$ cat src/rtl/frs_pkg.sv
package frs_pkg;
  localparam int FRS_AW = 32;

  typedef enum logic [1:0] {
    ST_IDLE  = 2'd0,
    ST_RUN   = 2'd1,
    ST_DRAIN = 2'd2,
    ST_FIN   = 2'd3
  } frs_state_e;

  // byte address of slot idx in a region of equal-size frames
  function automatic logic [FRS_AW-1:0] slot_addr(
    input logic [FRS_AW-1:0] base,
    input logic [FRS_AW-1:0] idx,
    input logic [FRS_AW-1:0] bytes);
    return base + idx * bytes;
  endfunction

  // ring successor: wraps to zero after depth-1
  function automatic logic [FRS_AW-1:0] next_slot(
    input logic [FRS_AW-1:0] idx,
    input logic [FRS_AW-1:0] depth);
    return ((idx + 1) >= depth) ? '0 : idx + 1;
  endfunction
endpackage

$ cat src/rtl/frs_ring.sv
module frs_ring #(
  parameter int IDX_W = 3,
  parameter int DEP_W = 4
) (
  input  logic             clk,
  input  logic             rst_n,
  input  logic             clr,
  input  logic [DEP_W-1:0] depth,
  input  logic             push,
  input  logic             pop,
  output logic [IDX_W-1:0] wr_idx,
  output logic [IDX_W-1:0] rd_idx,
  output logic [DEP_W-1:0] occ
);
  import frs_pkg::*;

  logic [IDX_W-1:0] wr_nx, rd_nx;

  always_comb begin
    wr_nx = IDX_W'(next_slot(FRS_AW'(wr_idx), FRS_AW'(depth)));
    rd_nx = IDX_W'(next_slot(FRS_AW'(rd_idx), FRS_AW'(depth)));
  end

  always_ff @(posedge clk) begin
    if (!rst_n || clr) begin
      wr_idx <= '0;
      rd_idx <= '0;
      occ    <= '0;
    end else begin
      if (push) wr_idx <= wr_nx;
      if (pop)  rd_idx <= rd_nx;
      occ <= occ + DEP_W'(push) - DEP_W'(pop);
    end
  end
endmodule

$ cat src/rtl/frs_engine_ctl.sv
module frs_engine_ctl #(
  parameter int CNT_W = 16,
  parameter int AW    = 32
) (
  input  logic             clk,
  input  logic             rst_n,
  input  logic             clr,
  input  logic             launch,
  input  logic [AW-1:0]    in_addr_nx,
  input  logic [AW-1:0]    out_addr_nx,
  input  logic             eng_done,
  output logic             eng_start,
  output logic [AW-1:0]    eng_in_addr,
  output logic [AW-1:0]    eng_out_addr,
  output logic             busy,
  output logic             finish,
  output logic [CNT_W-1:0] completed
);
  assign finish = eng_done && busy;

  always_ff @(posedge clk) begin
    if (!rst_n) begin
      eng_start    <= 1'b0;
      busy         <= 1'b0;
      eng_in_addr  <= '0;
      eng_out_addr <= '0;
      completed    <= '0;
    end else begin
      eng_start <= launch;
      if (launch) begin
        busy         <= 1'b1;
        eng_in_addr  <= in_addr_nx;
        eng_out_addr <= out_addr_nx;
      end else if (finish) begin
        busy <= 1'b0;
      end
      if (clr)         completed <= '0;
      else if (finish) completed <= completed + 1'b1;
    end
  end
endmodule

$ cat src/rtl/frs_ring_seq.sv
module frs_ring_seq #(
  parameter int          CNT_W        = 16,
  parameter int          MAX_DEPTH    = 8,
  parameter logic [31:0] IN_BYTES     = 32'h0000_1000,
  parameter logic [31:0] OUT_BYTES    = 32'h0000_0200,
  parameter logic [31:0] DEF_IN_BASE  = 32'h1000_0000,
  parameter logic [31:0] DEF_OUT_BASE = 32'h2000_0000,
  localparam int         DEP_W        = $clog2(MAX_DEPTH + 1)
) (
  input  logic             clk,
  input  logic             rst_n,
  input  logic             stream_mode,
  input  logic [CNT_W-1:0] frame_count,
  input  logic [DEP_W-1:0] ring_depth,
  input  logic             use_user_base,
  input  logic [31:0]      user_in_base,
  input  logic [31:0]      user_out_base,
  input  logic             start,
  input  logic             stop,
  output logic             in_valid,
  output logic [31:0]      in_addr,
  output logic [31:0]      in_size,
  input  logic             in_next,
  output logic             out_valid,
  output logic [31:0]      out_addr,
  output logic [31:0]      out_size,
  input  logic             out_next,
  output logic             eng_start,
  output logic [31:0]      eng_in_addr,
  output logic [31:0]      eng_out_addr,
  input  logic             eng_done,
  output logic             done
);
  import frs_pkg::*;

  localparam int IDX_W = $clog2(MAX_DEPTH);
  localparam int AW    = FRS_AW;

  frs_state_e       state_q;
  logic             mode_q;
  logic [CNT_W-1:0] count_q;
  logic [DEP_W-1:0] depth_q;
  logic [AW-1:0]    in_base_q, out_base_q;
  logic [CNT_W-1:0] accepted_q;

  // named internal events
  logic             start_ok, clear_all, launch, continuous;
  logic             in_push, in_pop, out_push, out_pop;
  logic             busy, finish, all_done;
  logic [CNT_W-1:0] completed;
  logic [IDX_W-1:0] in_wr, in_rd, out_wr, out_rd;
  logic [DEP_W-1:0] in_occ, out_occ;
  logic [AW-1:0]    eng_in_nx, eng_out_nx;

  assign continuous = mode_q && (count_q == '0);
  assign start_ok   = start && (state_q == ST_IDLE || state_q == ST_FIN);
  assign clear_all  = start_ok || (state_q == ST_DRAIN && !busy);
  assign all_done   = (count_q != '0) && (completed == count_q);

  // client handshakes
  assign in_valid  = (state_q == ST_RUN) && mode_q && (in_occ < depth_q) &&
                     ((count_q == '0) || (accepted_q < count_q));
  assign out_valid = mode_q && (state_q == ST_RUN || state_q == ST_FIN) &&
                     (out_occ != '0);
  assign in_addr   = slot_addr(in_base_q, AW'(in_wr), IN_BYTES);
  assign out_addr  = slot_addr(out_base_q, AW'(out_rd), OUT_BYTES);
  assign in_size   = IN_BYTES;
  assign out_size  = OUT_BYTES;

  assign in_push  = in_next && in_valid;
  assign out_pop  = out_next && out_valid;
  assign in_pop   = finish && mode_q;
  assign out_push = finish && mode_q;

  // engine scheduling
  always_comb begin
    launch = 1'b0;
    if (state_q == ST_RUN && !busy) begin
      if (mode_q) launch = (in_occ != '0) && (out_occ < depth_q);
      else        launch = (completed < count_q);
    end
    if (mode_q) begin
      eng_in_nx  = slot_addr(in_base_q, AW'(in_rd), IN_BYTES);
      eng_out_nx = slot_addr(out_base_q, AW'(out_wr), OUT_BYTES);
    end else begin
      eng_in_nx  = slot_addr(in_base_q, AW'(completed), IN_BYTES);
      eng_out_nx = slot_addr(out_base_q, AW'(completed), OUT_BYTES);
    end
  end

  frs_ring #(.IDX_W(IDX_W), .DEP_W(DEP_W)) u_in_ring (
    .clk(clk), .rst_n(rst_n), .clr(clear_all), .depth(depth_q),
    .push(in_push), .pop(in_pop),
    .wr_idx(in_wr), .rd_idx(in_rd), .occ(in_occ));

  frs_ring #(.IDX_W(IDX_W), .DEP_W(DEP_W)) u_out_ring (
    .clk(clk), .rst_n(rst_n), .clr(clear_all), .depth(depth_q),
    .push(out_push), .pop(out_pop),
    .wr_idx(out_wr), .rd_idx(out_rd), .occ(out_occ));

  frs_engine_ctl #(.CNT_W(CNT_W), .AW(AW)) u_eng (
    .clk(clk), .rst_n(rst_n), .clr(clear_all), .launch(launch),
    .in_addr_nx(eng_in_nx), .out_addr_nx(eng_out_nx), .eng_done(eng_done),
    .eng_start(eng_start), .eng_in_addr(eng_in_addr),
    .eng_out_addr(eng_out_addr), .busy(busy), .finish(finish),
    .completed(completed));

  // run control
  always_ff @(posedge clk) begin
    if (!rst_n) begin
      state_q    <= ST_IDLE;
      mode_q     <= 1'b0;
      count_q    <= '0;
      depth_q    <= DEP_W'(2);
      in_base_q  <= DEF_IN_BASE;
      out_base_q <= DEF_OUT_BASE;
      accepted_q <= '0;
    end else begin
      if (clear_all)    accepted_q <= '0;
      else if (in_push) accepted_q <= accepted_q + 1'b1;
      if (start_ok) begin
        mode_q     <= stream_mode;
        count_q    <= frame_count;
        depth_q    <= ring_depth;
        in_base_q  <= use_user_base ? user_in_base  : DEF_IN_BASE;
        out_base_q <= use_user_base ? user_out_base : DEF_OUT_BASE;
        state_q    <= (!stream_mode && frame_count == '0) ? ST_IDLE : ST_RUN;
      end else begin
        unique case (state_q)
          ST_RUN: begin
            if (all_done)                state_q <= ST_FIN;
            else if (continuous && stop) state_q <= ST_DRAIN;
          end
          ST_DRAIN: if (!busy) state_q <= ST_IDLE;
          default: ;
        endcase
      end
    end
  end

  assign done = (state_q == ST_FIN);
endmodule

$ cat config.mk
export PLATFORM = sky130hd
export DESIGN_NAME = frs_ring_seq
export DESIGN_NICKNAME = d
export VERILOG_FILES = /design/src/rtl/frs_pkg.sv /design/src/rtl/frs_ring.sv /design/src/rtl/frs_engine_ctl.sv /design/src/rtl/frs_ring_seq.sv
export SDC_FILE = /design/constraint.sdc
export NUM_CORES = 1
export LEC_CHECK = 0
export ABC_CLOCK_PERIOD_IN_PS = 6500
export CAP_MARGIN = 25
export CORE_MARGIN = 2
export CORE_UTILIZATION = 67
export DETAILED_ROUTE_END_ITERATION = 16
export DONT_BUFFER_PORTS = 1
export PLACE_DENSITY = 0.9
export SLEW_MARGIN = 20
export SYNTH_ARGS = -nofsm -noshare
export SYNTH_HDL_FRONTEND = slang
export SYNTH_SLANG_ARGS = --single-unit
$ cat constraint.sdc
create_clock -name clk -period 6.5 [get_ports clk]
set_input_delay 0 -clock clk [delete_from_list [all_inputs] [get_ports clk]]
set_output_delay 0 -clock clk [all_outputs]
set_load 0.02 [all_outputs]
==> results.md, run 1 <==
- Status: finished clean
- Vias in the first global route: 10640
- Cell Area, Synth: 12230 µm²
- CP Launch Type: flip-flop
- Via density: 6.356
- Synthesized instance count: 1450
- Diodes inserted: 0
- Area leader, netlist: dfxtp_1
- Max-slew violations: 0
- Maxcap violations: 0
- CTS Buf Count: 22
- WP data required: 6.85 ns
- Largest family of logic cells by synthesized area: compound AO/OA/AOI/OAI gates
- Period Utilization, post-route: 0.5376
- Dpl ws: 3.013 ns
- Share of post-route cells with drive strength above 1: 0.04771
- Cells on worst reg2reg path: 12
- FMAX: 286.2 MHz
- H-Tree Depth: 1
- Worst-Margin Slew: 0.9414 ns
- Resized cells post-CTS: 0
- Post-Synth Adder-Cell Area: 0.1234
- # IOs: 289
- Synth Register Bits: 205
- Initial antenna violation count: 0
- Clk buf depth: 3
- ANT nets after route: 0
- Hold path depth: 2
- Initial Utilization: 0.6807
- WHS: 0.05570 ns
- IO Port Bufs: 0
- Post-Synth Simple-Gate Area: 0.1792
- Die area: 19350 µm²
- Design Area, Final: 13720 µm²
- All-layer global routing usage: 0.3467
- CTS Sinks: 205
- Area Overhead vs Synth: 12.22%
- Worst-skew pair later-pin latency: 0.52 ns
- Post-DP HPWL: 23.06 mm
- CP Max Fanout: 21
- Clock-pin slew on the worst setup and hold paths: 0.06 ns
- Worst EP arrival: 3.85 ns
- Setup TNS: 0 ns
- CTS tree: done
- Ys flop type: dfxtp_1
- Yosys warns: 0
- Yosys cell types: 66
- Largest net degree at the start of global routing: 77
- Unrepaired setup endpoints after global routing: no
- Final setup fails: 0
- Chip width: 139.1 µm
- Seq/Total Area, Yosys: 0.3356
- Nets: 1703
- Residual DRC count: 0
- Routed wire length: 35.48 mm
- Post-synth top cells: 206 x nand2_1, 205 x dfxtp_1, 118 x a21oi_1, 111 x ha_1, 85 x buf_4
- Pwr Density: 295.8 nW/µm²
- Slew headroom: 0.3724
- Global-route wire length before repair: 55.37 mm
- Gpl congestion: 0.9408
- Vias after detailed routing: 11050
- Final Critical Period: 3.494 ns
- Power Total: 4.059 mW
- Detailed router's first-iteration violation count: 1025
- WS Path Type: flip-flop to flip-flop
- XOR/XNOR share of the synthesized area: 0.06733
- GRT overflow: 0
- Leakage power: 5.771 nW
- Synth area leaders: dfxtp_1 34%, ha_1 11%, nand2_1 6.3%
- Post-synthesis compound-gate area fraction: 0.1972
- Hold WC Path Type: input port to flip-flop
- Syn_area_per_cell: 8.433 µm²
- Drt first pass iters: 6
- Area post-placement: 11960 µm²
- Root buffer cell: clkbuf_16
- Worst VDD drop: 0.3196 mV
- Synth top area share: 0.3356
- Core area: 17960 µm²
- Crit path capture type: flip-flop
- Most common cell in the synthesized netlist: nand2_1
- Async SR Flop Fraction: 0
- Max Clock Skew: 0.02157 ns
- Count of final hold-check violations: 0
- Post-synth EDFFs: 0
- Die height: 139.1 µm
- Wire length per cell: 20.42 µm
- Row Count: 49
- Final WS setup: 3.006 ns
- Proportion of synthesized area in mux cells: 0.006549
[sequential cells by signal, summed over array words and instances (netlist names), 2 cells and up]
register	count
accepted_q	16
in_base_q	32
u_out_ring.wr_idx	3
u_eng.eng_in_addr	32
u_in_ring.wr_idx	3
u_eng.eng_out_addr	32
depth_q	4
state_q	2
u_in_ring.occ	4
out_base_q	32
u_eng.completed	16
u_out_ring.occ	4
count_q	16
u_in_ring.rd_idx	3
u_out_ring.rd_idx	3
[metrics by stage]
| step | instances | util |
|---|---|---|
| 6_report | 1738 | 0.7639 |
| 4_1_cts | 1737 | 0.7630 |
| 5_1_grt | 1738 | 0.7639 |
| 2_1_floorplan | 1512 | - |
| 3_5_place_dp | 1607 | 0.6660 |
| 3_3_place_gp | 1606 | 0.6656 |
[per-layer routing]
layer,part of all wire,up-vias,track usage
met5,0,-,0
li1,-,5054,-
met2,0.48,638,0.5875
met4,0.053,0,0.1606
met1,0.38,5214,0.4238
met3,0.089,140,0.07286
[final timing paths]
check                 from          endpoint  slack (ns)
max            count_q[13]  u_in_ring.occ[2]        3.01
min          use_user_base     in_base_q[27]        0.06
max reg2reg    count_q[13]  u_in_ring.occ[2]        3.01
min reg2reg     depth_q[2]        depth_q[2]        0.47
[cell usage in the layout (no fill, tap or decap), types with 7 or more instances in the layout]
cell	n
ha_1	111
xnor2_1	55
conb_1	64
and4_1	7
nand2_1	206
nor4_1	12
nor2_1	81
a211oi_1	17
and2_1	10
o211ai_1	9
xor2_1	39
a22o_1	64
dfxtp_1	205
o21ai_0	46
nor3_1	14
a21oi_1	118
buf_4	7
clkbuf_16	23
mux2i_1	8
a31o_2	8
dlygate4sd3_1	90
a31oi_1	12
nand3_1	37
inv_1	62
nor2b_1	22
or3_1	7
a21o_1	24
nand4_1	26
nand2b_1	21
and3_1	14
[cells by family after synthesis]
group           count (synthesis)
fa+ha+maj                     117
buf+inv                       204
compound gates                349
other cells                     2
xor+xnor                       94
flops                         205
mux                             8
simple gates                  471
[power breakdown]
part           switching (mW)  internal, mW
logic                   0.676         0.325
registers               0.228          1.39
clock network           0.532         0.911
[timing repair]
action	CTS	global route
endpoints found under the hold margin	107	0
hold buffers	90	0
setup buffers	0	0
[worst max-delay path, stage by stage, from the launching register on]
cell     delay [ns]
dfxtp_1        0.35
inv_1          0.07
ha_1           0.31
a21o_1         0.19
a311o_1        0.36
a211o_1        0.29
a41o_4         0.31
a21oi_4        0.52
ha_1           0.29
inv_1          0.07
fa_1           0.38
xor2_1         0.14
nor2_1         0.05
[final cells by class]
cell class	count	area, µm²
inverters	63	236.5
multi-input cells	1103	7284
flip-flops and latches	205	4104
clock inverters	10	180.2
clock buffers	30	661.9
fillers	1180	4242
repair buffers	98	968.4
well taps	229	286.5
(Power assumes the default switching activity.)
==> run 2: changes to the inputs <==
--- a/config.mk
+++ b/config.mk
@@ -5,13 +5,14 @@
 export SDC_FILE = /design/constraint.sdc
 export NUM_CORES = 1
 export LEC_CHECK = 0
-export ABC_CLOCK_PERIOD_IN_PS = 6500
+export ABC_AREA = 1
+export ABC_CLOCK_PERIOD_IN_PS = 3000
 export CAP_MARGIN = 25
 export CORE_MARGIN = 2
-export CORE_UTILIZATION = 67
+export CORE_UTILIZATION = 59
 export DETAILED_ROUTE_END_ITERATION = 16
 export DONT_BUFFER_PORTS = 1
-export PLACE_DENSITY = 0.9
+export PLACE_DENSITY = 0.85
 export SLEW_MARGIN = 20
 export SYNTH_ARGS = -nofsm -noshare
 export SYNTH_HDL_FRONTEND = slang
==> constraint.sdc (replaced) <==
create_clock -name clk -period 3 [get_ports clk]
set_input_delay 0 -clock clk [delete_from_list [all_inputs] [get_ports clk]]
set_output_delay 0 -clock clk [all_outputs]
set_load 0.02 [all_outputs]
==> run 2 against run 1 <==
Utilization decreased by 7.9 points. Final area increased by 9.2%. First-iteration DRC count decreased by 21%. Global-route usage decreased by 5.3 points. Sequential cell count unchanged. Clock skew increased by 0.0081 ns. Largest cell class unchanged.
==> results.md, run 2 <==
- Clk buf depth: 3
- Area post-placement: 13040 µm²
- Worst-Margin Slew: 0.6869 ns
- Final setup fails: 0
- GRT overflow: 0
- Max-slew violations: 0
- Synth Register Bits: 205
- Post-synth EDFFs: 0
- WS Path Type: flip-flop to primary output
- Initial Utilization: 0.6029
- Gpl congestion: 0.9262
- Share of post-route cells with drive strength above 1: 0.06907
- CTS tree: done
- Final WS setup: 0.1009 ns
- Clock-pin slew on the worst setup and hold paths: 0.06 ns
- # IOs: 289
- Storage cell area: 4110 µm²
- CP Launch Type: flip-flop
- Syn_area_per_cell: 7.016 µm²
- Pwr Density: 645.9 nW/µm²
- Leakage power: 7.142 nW
- Root buffer cell: clkbuf_16
- Max Clock Skew: 0.02964 ns
- Core area: 21890 µm²
- Most common cell in the synthesized netlist: nand2_1
- Maxcap violations: 0
- Commonest non-fill, non-tap cell in the layout: nand2_1
- IO Port Bufs: 0
- Drt first pass iters: 5
- CP top delay family: simple AND/OR/NAND/NOR gates
- Fillcell total: 1710
- Seq/Total Area, Yosys: 0.3110
- Via density: 5.523
- Design Area, Final: 14990 µm²
- Synthesized instance count: 1881
- WP data required: 3.00 ns
- CTS Buf Count: 24
- Area Overhead vs Synth: 13.58%
- Highest-count cells in the layout ignoring fill and taps: 339 x nand2_1, 267 x inv_1, 243 x nor2_1
- Wire length per cell: 16.30 µm
- Synth area leaders: dfxtp_1 31%, ha_1 11%, nand2_1 9.7%
- Ys flop type: dfxtp_1
- FMAX: 344.9 MHz
- Worst EP arrival: 2.90 ns
- Most frequent cell on the critical path: nand2_2
- Initial antenna violation count: 0
- Hold WC Path Type: input port to flip-flop
- Detailed router's first-iteration violation count: 814
- Vias after detailed routing: 12420
- Worst-skew pair later-pin latency: 0.53 ns
- Slowest cell on the critical path: fa_2
- All-layer global routing usage: 0.2938
- Synth top area share: 0.3110
- Slew headroom: 0.5388
- Row Count: 54
- Worst VDD drop: 0.5890 mV
- Placed insts: 2099
- Post-DP HPWL: 25.63 mm
- Die height: 153.6 µm
- Final Critical Period: 2.899 ns
- Footprint of the multi-input gates: 7460 µm²
- Vias in the first global route: 11690
- Global-route wire length before repair: 57.44 mm
- Cell Area, Synth: 13200 µm²
- Final std cells w/o fill: 2249
- Async SR Flop Fraction: 0
- CP max stage delay: 0.37 ns
- Period Utilization, post-route: 0.9664
- CP Max Fanout: 5
- Routed wire length: 36.66 mm
- Chip width: 153.6 µm
- Status: finished clean
- Post-synth top cells: 341 x nand2_1, 268 x inv_1, 243 x nor2_1, 205 x dfxtp_1, 130 x o21ai_0
- Count of final hold-check violations: 0
- H-Tree Depth: 1
- Nets: 2162
- WHS: 0.02856 ns
- Yosys warns: 0
- CTS Sinks: 205
- Residual DRC count: 0
- Crit path capture type: primary output
- Die area: 23580 µm²
- Worst path bufs/invs: 2
- Diodes inserted: 0
- ANT nets after route: 0
- Dpl ws: 0.4413 ns
- Yosys cell types: 48
- Largest net degree at the start of global routing: 88
- Area leader, netlist: dfxtp_1
- Crit-path cells: ha_2, inv_1, fa_2, o21ai_2, nand2_2, nor3_4, nand2_2, nor2_4, nand2_2, nor2_4, nand2_2, xor2_1, buf_4
[run 2: cell count changes after synthesis, moves of 26 or more]
cell,change
xnor2_1,-49
xor2_1,+30
inv_1,+205
o21ai_0,+84
nand2_1,+135
nand3_1,+26
a22o_1,-63
nor2_1,+161
[run 2: what timing repair did]
action                                  CTS  global route
endpoints found under the setup margin    4             9
pin swaps                                 1             6
hold endpoints to repair                182             0
gates resized for setup                   2            14
buffers inserted                          0             8
hold buffers                             99             0
[run 2: routing by layer]
metal / up-vias / routed length, µm / track usage
li1: 6017 / - / -
met1: 5750 / 14310 / 0.3476
met3: 132 / 2835 / 0.05299
met5: - / 0 / 0
met2: 523 / 17820 / 0.5221
met4: 0 / 1690 / 0.1249
[run 2: area by class of cell]
class / instances / area share
Clock inverter: 12 / 0.008848
Inverter: 277 / 0.06962
Sequential cell: 205 / 0.2742
Tap cell: 280 / 0.02337
Multi-Input combinational cell: 1322 / 0.4977
Timing Repair Buffer: 122 / 0.08047
Clock buffer: 31 / 0.04583
[run 2: final timing paths]
kind / depth (start not counted) / endpoint / start / slack (ns)
hold reg to reg: 2 / accepted_q[3] / accepted_q[3] / 0.50
setup / recovery: 13 / out_addr[25] / out_base_q[9] / 0.10
hold / removal: 6 / state_q[0] / frame_count[14] / 0.03
setup reg to reg: 18 / u_eng.eng_out_addr[10] / count_q[1] / 0.32
[run 2: worst register-to-register path, stage by stage (launching register included)]
cell and delay (ns):
dfxtp_1 0.30, inv_1 0.10, ha_1 0.34, inv_1 0.06, nor2_1 0.04, o21ai_0 0.18, nand2_1 0.07, nand2_1 0.06
nand2_1 0.05, nand2_1 0.06, nand2_1 0.06, nand2_1 0.07, nand2_2 0.11, inv_4 0.16, buf_4 0.24, nand2_1 0.07
nand2_1 0.05, dlygate4sd3_1 0.55, nor2_1 0.04
[run 2: logic make-up (layout without fill, tap and decap cells)]
| kind of cell | after synthesis | count (layout) | share of synthesized area |
|---|---|---|---|
| compound gates | 304 | 304 | 0.1239 |
| simple gates | 762 | 762 | 0.2541 |
| buf+inv | 416 | 442 | 0.1464 |
| other cells | 2 | 64 | 0.0005690 |
| xor+xnor | 75 | 75 | 0.04977 |
| fa+ha+maj | 117 | 117 | 0.1143 |
| flops | 205 | 205 | 0.3110 |
[run 2: stage by stage]
stage | total power, mW | setup TNS (ns) | utilization
2_1_floorplan | 5.969 | 0 | -
3_3_place_gp | 6.405 | 0 | 0.5957
3_5_place_dp | 6.507 | 0 | 0.5957
4_1_cts | 9.644 | 0 | 0.6796
5_1_grt | 10.18 | -0.04419 | 0.6847
6_report | 9.681 | 0 | 0.6847
[run 2: power breakdown]
part	internal [mW]	leakage [nW]	switching [mW]	total, mW
logic	0.871	5.06	1.79	2.67
clock network	1.79	0.411	1.20	2.99
registers	3.22	1.67	0.812	4.03
total	5.88	7.14	3.80	9.68
==> run 3: changes to the inputs <==
--- a/config.mk
+++ b/config.mk
@@ -8,7 +8,6 @@
 export ABC_AREA = 1
 export ABC_CLOCK_PERIOD_IN_PS = 3000
 export CAP_MARGIN = 25
-export CORE_MARGIN = 2
 export CORE_UTILIZATION = 59
 export DETAILED_ROUTE_END_ITERATION = 16
 export DONT_BUFFER_PORTS = 1
==> run 3 against run 2 <==
Die area is 2.6% lower. Hold slack got worse by 0.010 ns. First-iteration DRC count decreased by 14%. Worst setup slack gained 0.013 ns. Combinational power about the same. Wire length about the same. Largest cell class unchanged. Highest routed layer unchanged.
==> results.md, run 3 (same netlist as run 2, synthesis figures left out) <==
- Status: finished clean
- # IOs: 289
- Power Total: 9.705 mW
- Period Utilization, post-route: 0.9619
- FMAX: 346.5 MHz
- Initial Utilization: 0.6029
- Final setup fails: 0
- Nets: 2153
- Post-DP HPWL: 26.01 mm
- Commonest non-fill, non-tap cell in the layout: nand2_1
- M1 WL: 13.96 mm
- Worst path bufs/invs: 1
- Worst VDD drop: 0.5104 mV
- Crit path capture type: primary output
- Crit-path cells: ha_2, inv_1, fa_2, o21ai_2, nand2_2, nor3_4, nand2_2, nor2_4, nand2_2, nor2_4, nand3_2, xor2_4
- WP data required: 3.00 ns
- Die area: 22970 µm²
- Max Clock Skew: 0.008794 ns
- Detailed router's first-iteration violation count: 698
- Clk buf depth: 3
- Placed insts: 2099
- CP max stage delay: 0.37 ns
- Share of post-route cells with drive strength above 1: 0.06480
- CP Max Fanout: 6
- CP top delay family: simple AND/OR/NAND/NOR gates
- Initial antenna violation count: 1
- Pwr Density: 650.5 nW/µm²
- Clock-pin slew on the worst setup and hold paths: 0.06 ns
- Largest net degree at the start of global routing: 88
- IO Port Bufs: 0
- Vias in the first global route: 11900
- Row Count: 54
- Critical R2R Launch: count_q[15]
- Worst-skew pair later-pin latency: 0.52 ns
- Most frequent cell on the critical path: nand2_2
- Vias after detailed routing: 12330
- Top layer in use: met4
- Via density: 5.503
- Min-delay src: rst_n
- Worst-Margin Slew: 0.7068 ns
- GRT overflow: 0
- CTS Sinks: 205
- Residual DRC count: 0
- Routed wire length: 36.68 mm
- CTS Buf Count: 23
- Leakage power: 7.079 nW
- Count of final hold-check violations: 0
- WS Path Type: flip-flop to primary output
- Wire length on met3: 3.096 mm
- Highest-count cells in the layout ignoring fill and taps: 339 x nand2_1, 268 x inv_1, 242 x nor2_1
- Hold WC Path Type: input port to flip-flop
- Setup crit start: u_out_ring.rd_idx[0]
- CTS tree: done
- Wire length per cell: 16.37 µm
- H-Tree Depth: 1
- Gpl congestion: 0.9827
- Area Overhead vs Synth: 13.05%
- WHS: 0.01839 ns
- Chip width: 151.6 µm
- Root buffer cell: clkbuf_16
- Core area: 21890 µm²
- Met2 Wirelength: 17.70 mm
- Final Critical Period: 2.886 ns
- Global-route wire length before repair: 55.97 mm
- ANT nets after route: 0
- Slowest cell on the critical path: dfxtp_4
- Max-slew violations: 0
- All-layer global routing usage: 0.3066
- Die height: 151.6 µm
- CP Launch Type: flip-flop
- Worst EP arrival: 2.89 ns
- Final std cells w/o fill: 2241
- Drt first pass iters: 5
- Maxcap violations: 0
- Slew headroom: 0.5272
-- run 3: report_power, final --
| part | switching (mW) | total (mW) | internal [mW] |
|---|---|---|---|
| logic | 1.81 | 2.68 | 0.871 |
| registers | 0.795 | 4.01 | 3.21 |
| clock network | 1.20 | 3.02 | 1.81 |
-- run 3: final cells by class --
type / instances / area (µm²)
Inverter: 277 / 1044
Multi-Input combinational cell: 1322 / 7466
Sequential cell: 205 / 4110
Antenna cell: 1 / 2.502
Clock buffer: 30 / 621.8
Clock inverter: 12 / 177.7
Timing Repair Buffer: 114 / 1149
Tap cell: 280 / 350.3
Fill cell: 1737 / 6970
-- run 3: metal layers --
layer / GRT usage / vias to the layer above
li1: - / 6009
met1: 0.3412 / 5594
met3: 0.05479 / 135
met4: 0.1738 / 0
met5: 0 / -
met2: 0.5484 / 595
-- run 3: worst register-to-register path, cell delays in order (launching register included) --
cell and delay, ns:
dfxtp_1 0.33, inv_1 0.10, ha_1 0.33, nand4_1 0.18, nor4_2 0.21, nand2_1 0.08
nand2_1 0.09, nand2_1 0.07, nand2_2 0.26, inv_4 0.15, nand2_1 0.20, o31ai_1 0.10
dlygate4sd3_1 0.55
-- run 3: through the flow --
step                      setup slack [ns]  area, µm²   TNS, ns  utilization
after floorplan                     0.5630      13430         0            -
after global placement              0.5244      13050         0       0.5963
after detailed placement            0.4314      13050         0       0.5963
after CTS                          0.05404      14850         0       0.6783
after global routing              -0.02506      14920  -0.05880       0.6816
final                               0.1142      14920         0       0.6816
-- run 3: path summary, 6_finish.rpt --
check / endpoint / slack, ns / cells after the start
hold reg to reg: u_out_ring.rd_idx[0] / 0.48 / 1
setup reg to reg: u_eng.busy / 0.25 / 12
hold / removal: in_base_q[17] / 0.02 / 2
setup / recovery: out_addr[29] / 0.11 / 12
-- run 3: what timing repair did --
item	CTS	global route
pin swaps	0	5
gates cloned	0	0
resized for setup	4	12
buffers inserted	0	4
hold buffers	95	0
hold endpoints to repair	184	0
setup endpoints to repair	3	7
